`config.mk`:
```
export PLATFORM = sky130hd
export DESIGN_NAME = pwr_link_seq
export DESIGN_NICKNAME = d
export VERILOG_FILES = /design/src/rtl/pls_pkg.sv /design/src/rtl/pls_tick_timer.sv /design/src/rtl/pls_seq_fsm.sv /design/src/rtl/pls_out_decode.sv /design/src/rtl/pwr_link_seq.sv
export SDC_FILE = /design/constraint.sdc
export NUM_CORES = 1
export LEC_CHECK = 0
export ABC_AREA = 1
export BUFFER_PORTS_ARGS = -buffer_cell sky130_fd_sc_hd__buf_2
export CORE_MARGIN = 4
export CORE_UTILIZATION = 31
export DETAILED_ROUTE_END_ITERATION = 6
export RECOVER_POWER = 100
export SYNTH_ARGS = -nofsm -noshare
export SYNTH_HDL_FRONTEND = slang
export SYNTH_SLANG_ARGS = --single-unit
```
`constraint.sdc`:
```
create_clock -name clk -period 2.3 [get_ports clk]
set_input_delay 0.115 -clock clk [delete_from_list [all_inputs] [get_ports clk]]
set_output_delay 0.115 -clock clk [all_outputs]
set_load 0.02 [all_outputs]
```
`src/rtl/pls_pkg.sv`:
```
package pls_pkg;

  typedef enum logic [2:0] {
    PS_IDLE      = 3'd0,
    PS_RAMP      = 3'd1,
    PS_WAIT_LINK = 3'd2,
    PS_LIVE      = 3'd3,
    PS_DRAIN     = 3'd4,
    PS_REST      = 3'd5
  } pseq_state_t;

  // Limit a requested delay to a ceiling.
  function automatic int unsigned cap_ms(input int unsigned want,
                                         input int unsigned ceiling);
    return (want > ceiling) ? ceiling : want;
  endfunction

  // The supply rail is driven in every state between ramp and drain.
  function automatic logic rail_on(input pseq_state_t s);
    return (s == PS_RAMP) || (s == PS_WAIT_LINK) || (s == PS_LIVE) || (s == PS_DRAIN);
  endfunction

endpackage

```
`src/rtl/pls_tick_timer.sv`:
```
module pls_tick_timer #(
  parameter int W   = 9,
  parameter int MAX = 500
) (
  input  logic         clk,
  input  logic         rst_n,
  input  logic         clear,
  input  logic         tick,
  output logic [W-1:0] count
);

  localparam logic [W-1:0] TOP = W'(MAX);

  always_ff @(posedge clk) begin
    if (!rst_n) begin
      count <= '0;
    end else if (clear) begin
      count <= '0;
    end else if (tick && (count != TOP)) begin
      count <= count + 1'b1;
    end
  end

endmodule

```
`src/rtl/pls_seq_fsm.sv`:
```
module pls_seq_fsm
  import pls_pkg::*;
#(
  parameter int CNT_W         = 9,
  parameter int RAMP_LIMIT_MS = 10,
  parameter int COOL_MS       = 500
) (
  input  logic             clk,
  input  logic             rst_n,
  input  logic             pwr_req,
  input  logic             pwr_good,
  input  logic [CNT_W-1:0] elapsed,
  input  logic [CNT_W-1:0] on_lim,
  input  logic [CNT_W-1:0] off_lim,
  output pseq_state_t      state,
  output logic             leave,
  output logic             fault,
  output logic             fault_evt
);

  localparam logic [CNT_W-1:0] RAMP_TO = CNT_W'(RAMP_LIMIT_MS);
  localparam logic [CNT_W-1:0] REST_TO = CNT_W'(COOL_MS);

  pseq_state_t nxt;
  logic        fault_clr;

  always_comb begin
    nxt       = state;
    fault_evt = 1'b0;
    fault_clr = 1'b0;
    unique case (state)
      PS_IDLE: begin
        if (!pwr_req) fault_clr = 1'b1;
        else if (!fault) nxt = PS_RAMP;
      end
      PS_RAMP: begin
        if (!pwr_req) begin
          nxt = PS_REST;
        end else if (pwr_good) begin
          nxt = PS_WAIT_LINK;
        end else if (elapsed >= RAMP_TO) begin
          nxt       = PS_REST;
          fault_evt = 1'b1;
        end
      end
      PS_WAIT_LINK: begin
        if (!pwr_good) begin
          nxt       = PS_REST;
          fault_evt = 1'b1;
        end else if (!pwr_req) begin
          nxt = PS_REST;
        end else if (elapsed >= on_lim) begin
          nxt = PS_LIVE;
        end
      end
      PS_LIVE: begin
        if (!pwr_good) begin
          nxt       = PS_REST;
          fault_evt = 1'b1;
        end else if (!pwr_req) begin
          nxt = PS_DRAIN;
        end
      end
      PS_DRAIN: begin
        if (!pwr_good || (elapsed >= off_lim)) nxt = PS_REST;
      end
      PS_REST: begin
        if (elapsed >= REST_TO) nxt = PS_IDLE;
      end
      default: nxt = PS_IDLE;
    endcase
  end

  assign leave = (nxt != state);

  always_ff @(posedge clk) begin
    if (!rst_n) begin
      state <= PS_IDLE;
      fault <= 1'b0;
    end else begin
      state <= nxt;
      if (fault_evt)      fault <= 1'b1;
      else if (fault_clr) fault <= 1'b0;
    end
  end

endmodule

```
`src/rtl/pls_out_decode.sv`:
```
module pls_out_decode
  import pls_pkg::*;
(
  input  pseq_state_t state,
  output logic        supply_en,
  output logic        link_en,
  output logic        ready
);

  always_comb begin
    supply_en = rail_on(state);
    link_en   = (state == PS_LIVE);
    ready     = (state == PS_LIVE);
  end

endmodule

```
`src/rtl/pwr_link_seq.sv`:
```
module pwr_link_seq
  import pls_pkg::*;
#(
  parameter int RAMP_LIMIT_MS = 10,
  parameter int DATA_MAX_MS   = 50,
  parameter int COOL_MS       = 500,
  parameter int CFG_W         = 6
) (
  input  logic             clk,
  input  logic             rst_n,
  input  logic             ms_tick,
  input  logic             pwr_req,
  input  logic             pwr_good,
  input  logic [CFG_W-1:0] cfg_on_ms,
  input  logic [CFG_W-1:0] cfg_off_ms,
  output logic             supply_en,
  output logic             link_en,
  output logic             ready,
  output logic             fault
);

  localparam int CNT_W = $clog2(COOL_MS + 1);

  logic [CNT_W-1:0] on_lim;
  logic [CNT_W-1:0] off_lim;
  logic [CNT_W-1:0] elapsed;
  logic             leave;
  logic             fault_evt;
  pseq_state_t      state;

  assign on_lim  = CNT_W'(cap_ms(32'(cfg_on_ms),  DATA_MAX_MS));
  assign off_lim = CNT_W'(cap_ms(32'(cfg_off_ms), DATA_MAX_MS));

  pls_tick_timer #(.W(CNT_W), .MAX(COOL_MS)) u_timer (
    .clk   (clk),
    .rst_n (rst_n),
    .clear (leave),
    .tick  (ms_tick),
    .count (elapsed)
  );

  pls_seq_fsm #(
    .CNT_W         (CNT_W),
    .RAMP_LIMIT_MS (RAMP_LIMIT_MS),
    .COOL_MS       (COOL_MS)
  ) u_fsm (
    .clk       (clk),
    .rst_n     (rst_n),
    .pwr_req   (pwr_req),
    .pwr_good  (pwr_good),
    .elapsed   (elapsed),
    .on_lim    (on_lim),
    .off_lim   (off_lim),
    .state     (state),
    .leave     (leave),
    .fault     (fault),
    .fault_evt (fault_evt)
  );

  pls_out_decode u_dec (
    .state     (state),
    .supply_en (supply_en),
    .link_en   (link_en),
    .ready     (ready)
  );

endmodule

```
### After elaboration in Yosys (flattened, before gate mapping)

Index checks and enable logic that the tools add are counted.

* register bits after elaboration: 13
* bits in read-only memories: 0
* logic and storage cells: 52
* memories: 0
* latch bits: 0
* output and inout bits: 4
* RAM bits: 0

* shift-type cells: 0
* $mul: 0
* reduce and logical (&&, ||, !) cells: 10
* order comparisons: 6
* div/mod/pow operators: 0
* add/subtract/negate cells: 1
* bitwise operators: 1
* muxes and demuxes: 24
* equality and inequality tests: 7

Operators by type and width (number)
* 2-to-1 mux 3 bit: 12
* greater-or-equal comparator 9 x 6 -> 1 bit: 2
* one-hot mux 3 bit (6 select lines): 1
* greater-than comparator 6 bit, second input constant: 2
* 2-to-1 mux 6 bit: 2
* adder 9 x 1 -> 9 bit, second input constant: 1
* greater-or-equal comparator 9 x 4 -> 1 bit, second input constant: 1
* greater-or-equal comparator 9 bit, second input constant: 1
* != test 9 bit, second input constant: 1
* 2-to-1 mux 1 bit: 8
* == test 3 x 2 -> 1 bit, second input constant: 2
* == test 3 bit, second input constant: 2
* logical OR 1 bit: 4
* OR reduction 2 bit: 2
* == test 3 x 1 -> 1 bit, second input constant: 1
* logical NOT 3 bit: 1
* != test 3 bit: 1
* one-hot mux 1 bit (2 select lines): 1
* nonzero test 2 bit: 1
* logical AND 1 bit: 1
* logical NOT 1 bit: 1
* inverter 1 bit: 1

### Depth between registers and ports, before layout

* depth in word-level cells: 9
* depth in mapped cells: 18
* mapped depth without buffers: 18

### Hierarchy

From an unflattened synthesis, not the netlist that was laid out.

* cells, all modules: 269
* area, all modules: 1581.5 um^2

By module, submodules not included
* pls_seq_fsm: area an instance 902.1 um^2, instances 1, cells an instance 152
* pls_tick_timer: area an instance 495.5 um^2, instances 1, cells an instance 76
* pwr_link_seq: area an instance 141.4 um^2, instances 1, cells an instance 33
* pls_out_decode: area an instance 42.5 um^2, instances 1, cells an instance 8

### Worst setup path before layout

No wires, ideal clock.

* kind: in2reg
* from: in cfg_off_ms[0]
* to: reg u_timer.count[0]
* data arrival time: 1.578 ns
* path slack: 0.659 ns
* stages on the path: 16
* setup time: 0.063 ns
* cell sequence: a211o_1 nand3_1 inv_1 nor2_1 ha_1 nand2_1 inv_1 nand3_1 nand2_1 nor2_1 nand2_1 nand2_1 nand3_1 nand2_1 nand2_4 nor2_2

* longest elaborated chain between the ends: 8

RTL lines
* start, declared: line pwr_link_seq.sv:15 `input logic [CFG_W-1:0] cfg_off_ms,`
* greater-than comparator 6 bit: line pls_pkg.sv:15 `return (want > ceiling) ? ceiling : want;`
* 2-to-1 mux 6 bit (*): line pls_pkg.sv:15
* greater-or-equal comparator 9 x 6 -> 1 bit (*): line pls_seq_fsm.sv:65 `if (!pwr_good || (elapsed >= off_lim)) nxt = PS_REST;`
* logical OR 1 bit (*): line pls_seq_fsm.sv:65
* 2-to-1 mux 3 bit (*): line pls_seq_fsm.sv:65
* one-hot mux 3 bit (6 select lines) (*): line pls_seq_fsm.sv:31 `unique case (state)`
* != test 3 bit (*): line pls_seq_fsm.sv:74 `assign leave = (nxt != state);`
* OR reduction 2 bit (no source line) (*)
* end signal, assigned: line pls_tick_timer.sv:20 `count <= count + 1'b1;`
* end, declared: line pls_tick_timer.sv:9 `output logic [W-1:0] count`

Every way passes the cells marked *; elsewhere a longest branch is shown, timed or not.
A chain may end at the register's enable or synchronous reset.

### Worst setup path in the final report

* from: reg u_timer.count[2]
* to: reg u_timer.count[2]

* longest elaborated chain between the ends: 7
* elaborated cells on any way between the ends: 19
* classes of those cells: 1 x add/sub; 4 x order compare; 2 x eq/ne; 9 x mux; 3 x reduce/logical

RTL lines (line)
* greater-or-equal comparator 9 x 6 -> 1 bit / greater-or-equal comparator 9 x 4 -> 1 bit (equally long branches): pls_seq_fsm.sv:52, pls_seq_fsm.sv:41
* 2-to-1 mux 3 bit, on equally long branches: pls_seq_fsm.sv:52, pls_seq_fsm.sv:41
* 2-to-1 mux 3 bit, on equally long branches: pls_seq_fsm.sv:50, pls_seq_fsm.sv:39
* 2-to-1 mux 3 bit, on equally long branches: pls_seq_fsm.sv:47, pls_seq_fsm.sv:37
* one-hot mux 3 bit (6 select lines): pls_seq_fsm.sv:31
* != test 3 bit: pls_seq_fsm.sv:74
* OR reduction 2 bit (no source line)

Several ways; a longest one is shown, not always the timed one.

==> impl_metrics.tcl <==
set metrics [dict create \
    finalNetCount 262 \
    worstRegToRegCells 12 \
    multi_input_area_um2 860 \
    fp.dieH_um 72.9 \
    drive_above_1_share_pct 19.1 \
    grt_pass1_vias 1192 \
    netlist_instances 207 \
    syn_nets 238 \
    cap_violations 0 \
    gp_congestion 0.784 \
    n_antenna_cell 0 \
    vias 1274 \
    final-seq-area_um2 260 \
    max_stage_delay_ns 0.49 \
    ys_warn_count 0 \
    insertion_delay_ns 0.24 \
    fp.coreArea_um2 4030 \
    yosys_register_bits 13 \
    startpoint_type "flop" \
    min_period_ns 1.74 \
    rsz0062_at_grt "false" \
    drt_first_pass_iters 5 \
    cp.arrival_ns 1.91 \
    crit_top_cell "nand2_1" \
    hold_buffers 0 \
    r2r_start "u_timer.count[2]" \
    utilization_pct 37.0 \
    async_reset_ff_share_pct 0 \
    critical_path_depth 12 \
    die_x_um 72.9 \
    synth.avg_cell_area_um2 6.31 \
    crit_family "simple AND/OR/NAND/NOR gates" \
    critical_path_class "reg -> reg" \
    rows 23 \
    synth-edff-count 0 \
    antenna_left 0 \
    drtIter0Drc 57 \
    slew-limit-headroom_pct 75.6 \
    start_util_pct 32.4 \
    hpwl_um 2380 \
    fmaxAchievable_mhz 576 \
    numClockSinks 13 \
    critPathSlowestCell "dfxtp_1" \
    cts_max_level 1 \
    power_leakage_nw 0.796 \
    synth_ff_type "dfxtp_1" \
    rrSetupSlack_ns 0.56 \
    vdd_drop_max_uv 164 \
    numCtsBuffers 3 \
    cp-startpoint "u_timer.count[2]" \
    hold_violations 0 \
    fin_hold_ws_ns 0.104 \
    io_pins 21 \
    gr-usage-all-layers_pct 11.5 \
    worstPathCellList "ha_1, a21oi_1, nand2_1, nand2_1, nand2_1, nand2_1, nand2_1, nand2_1, nand3_1, nand2_1, nand2_4, nor2_1" \
    setup_viol 0 \
    period_share_pct 75.5 \
    tightest_slew_ns 0.362 \
    wl_per_cell_um 10.1 \
    fin_skew_ns 0.00290 \
    worst_hold_path_type "in -> reg" \
    endpoint "u_timer.count[2]" \
    antenna_found_initial 0 \
    slew_violations 0 \
    cp-end-kind "flop" \
    cp_num_buf_inv 0 \
    fillCellCount 445 \
    dieArea_um2 5320 \
    wirelength_um 2820 \
    worstPathMaxFanout 9 \
    cp_data_required_time_ns 2.48 \
    cts-root-buf "clkbuf_8" \
    ys_seq_area_share_pct 19.9 \
    postCtsSetupBuffers 0 \
    cts-resized-gates 0 \
    grt_overflow 0 \
    port_buffers 20 \
    drc_errors 0 \
    grt_start_max_net_pins 10 \
    timing.rr.end "u_timer.count[2]" \
    outcome "completed" \
    area_growth_pct 14.2 \
    final.setup.tns_ns 0 \
    syn_area_um2 1310 \
    viasPerCell 4.55 \
    path_clk_slew_ns 0.05 \
    power_density_nw_per_um2 450 \
    grt_first_pass_wirelength_um 4910 \
    yosysUniqueCellTypes 25 \
    clockBufferDepth 2 \
    cts_tree "done" \
]
==> per-layer routing <==
layer | GRT usage [%] | wire length [um] | vias up
li1 | - | - | 690
met1 | 14.6 | 1350 | 553
met2 | 19.0 | 1280 | 22
met3 | 1.93 | 111 | 9
met4 | 5.12 | 75 | 0
met5 | 0 | 0 | -
==> synth_stat cells (6+ instances only) <==
cell type	instances	area, um^2
nor3_1	7	35.0
inv_2	7	26.3
nand3_1	14	70.1
ha_1	14	175
a21oi_1	6	30.0
nor2_2	11	68.8
nand2_1	46	173
inv_1	38	143
nor2_1	19	71.3
dfxtp_1	13	260
xor2_1	7	61.3
==> worst min-delay path by stage <==
stage	slack, ns	cells past startpoint	end	from
floorplan	0.21	2	u_fsm.state[0]	rst_n
global placement	0.36	3	u_fsm.state[0]	rst_n
detailed placement	0.35	3	u_fsm.state[0]	rst_n
CTS	0.1	3	u_fsm.state[0]	rst_n
global route	0.12	3	u_fsm.state[0]	rst_n
finish	0.10	3	u_fsm.state[0]	rst_n
==> logic make-up after synthesis <==
family	synth area share, %
AOI/OAI and AO/OA	9.58
xor gates and xnor gates	4.69
and+or+nand+nor	38.9
DFF	19.9
buffers and inverters	13.5
adders and majority gates	13.4
==> metrics by stage <==
| step | instance area, um^2 | setup slack (ns) | total power, mW | instances |
|---|---|---|---|---|
| after floorplan | 1310 | 0.659 | 0.426 | 207 |
| after global placement | 1460 | 0.375 | 0.486 | 276 |
| after detailed placement | 1460 | 0.363 | 0.485 | 276 |
| after CTS | 1510 | 0.512 | 0.687 | 280 |
| after global routing | 1490 | 0.325 | 0.726 | 280 |
| final | 1490 | 0.564 | 0.671 | 280 |
==> tightest hold or removal path: stages <==
cell and delay (ns):
buf_2 0.10, nand2_1 0.06, inv_1 0.04
==> flip-flops by register name (all words and copies together) (netlist names) <==
register / flops
u_fsm.fault: 1
u_fsm.state: 3
u_timer.count: 9
==> layout by cell type (no fill, tap or decap) <==
| cell | count |
|---|---|
| a211o_1 | 2 |
| a21oi_1 | 6 |
| a21oi_4 | 1 |
| a31oi_1 | 1 |
| buf_2 | 16 |
| clkbuf_1 | 5 |
| clkbuf_8 | 3 |
| dfxtp_1 | 13 |
| ha_1 | 14 |
| inv_1 | 38 |
| inv_2 | 7 |
| nand2_1 | 46 |
| nand2_2 | 5 |
| nand2_4 | 1 |
| nand3_1 | 14 |
| nand3b_4 | 1 |
| nor2_1 | 23 |
| nor2_2 | 7 |
| nor2_4 | 1 |
| nor3_1 | 7 |
| nor3_2 | 1 |
| nor4_1 | 1 |
| o21ai_0 | 7 |
| o21ai_1 | 1 |
| o21ai_2 | 1 |
| o22ai_1 | 1 |
| xor2_1 | 7 |
==> report_power, final <==
part / internal, mW / leakage [nW] / switching, mW / total [mW]
Sequential: 0.237 / 0.105 / 0.0152 / 0.253
Clock: 0.122 / 0.0228 / 0.0742 / 0.196
Combinational: 0.0770 / 0.668 / 0.145 / 0.222
Total: 0.436 / 0.796 / 0.234 / 0.671
==> layout make-up <==
class,instances,area share [%]
multi-input cells,148,57.6
repair buffers,20,6.38
clock buffers,4,3.02
well taps,50,4.19
inverters,45,11.3
flip-flops and latches,13,17.4
(Power assumes the default switching activity.)
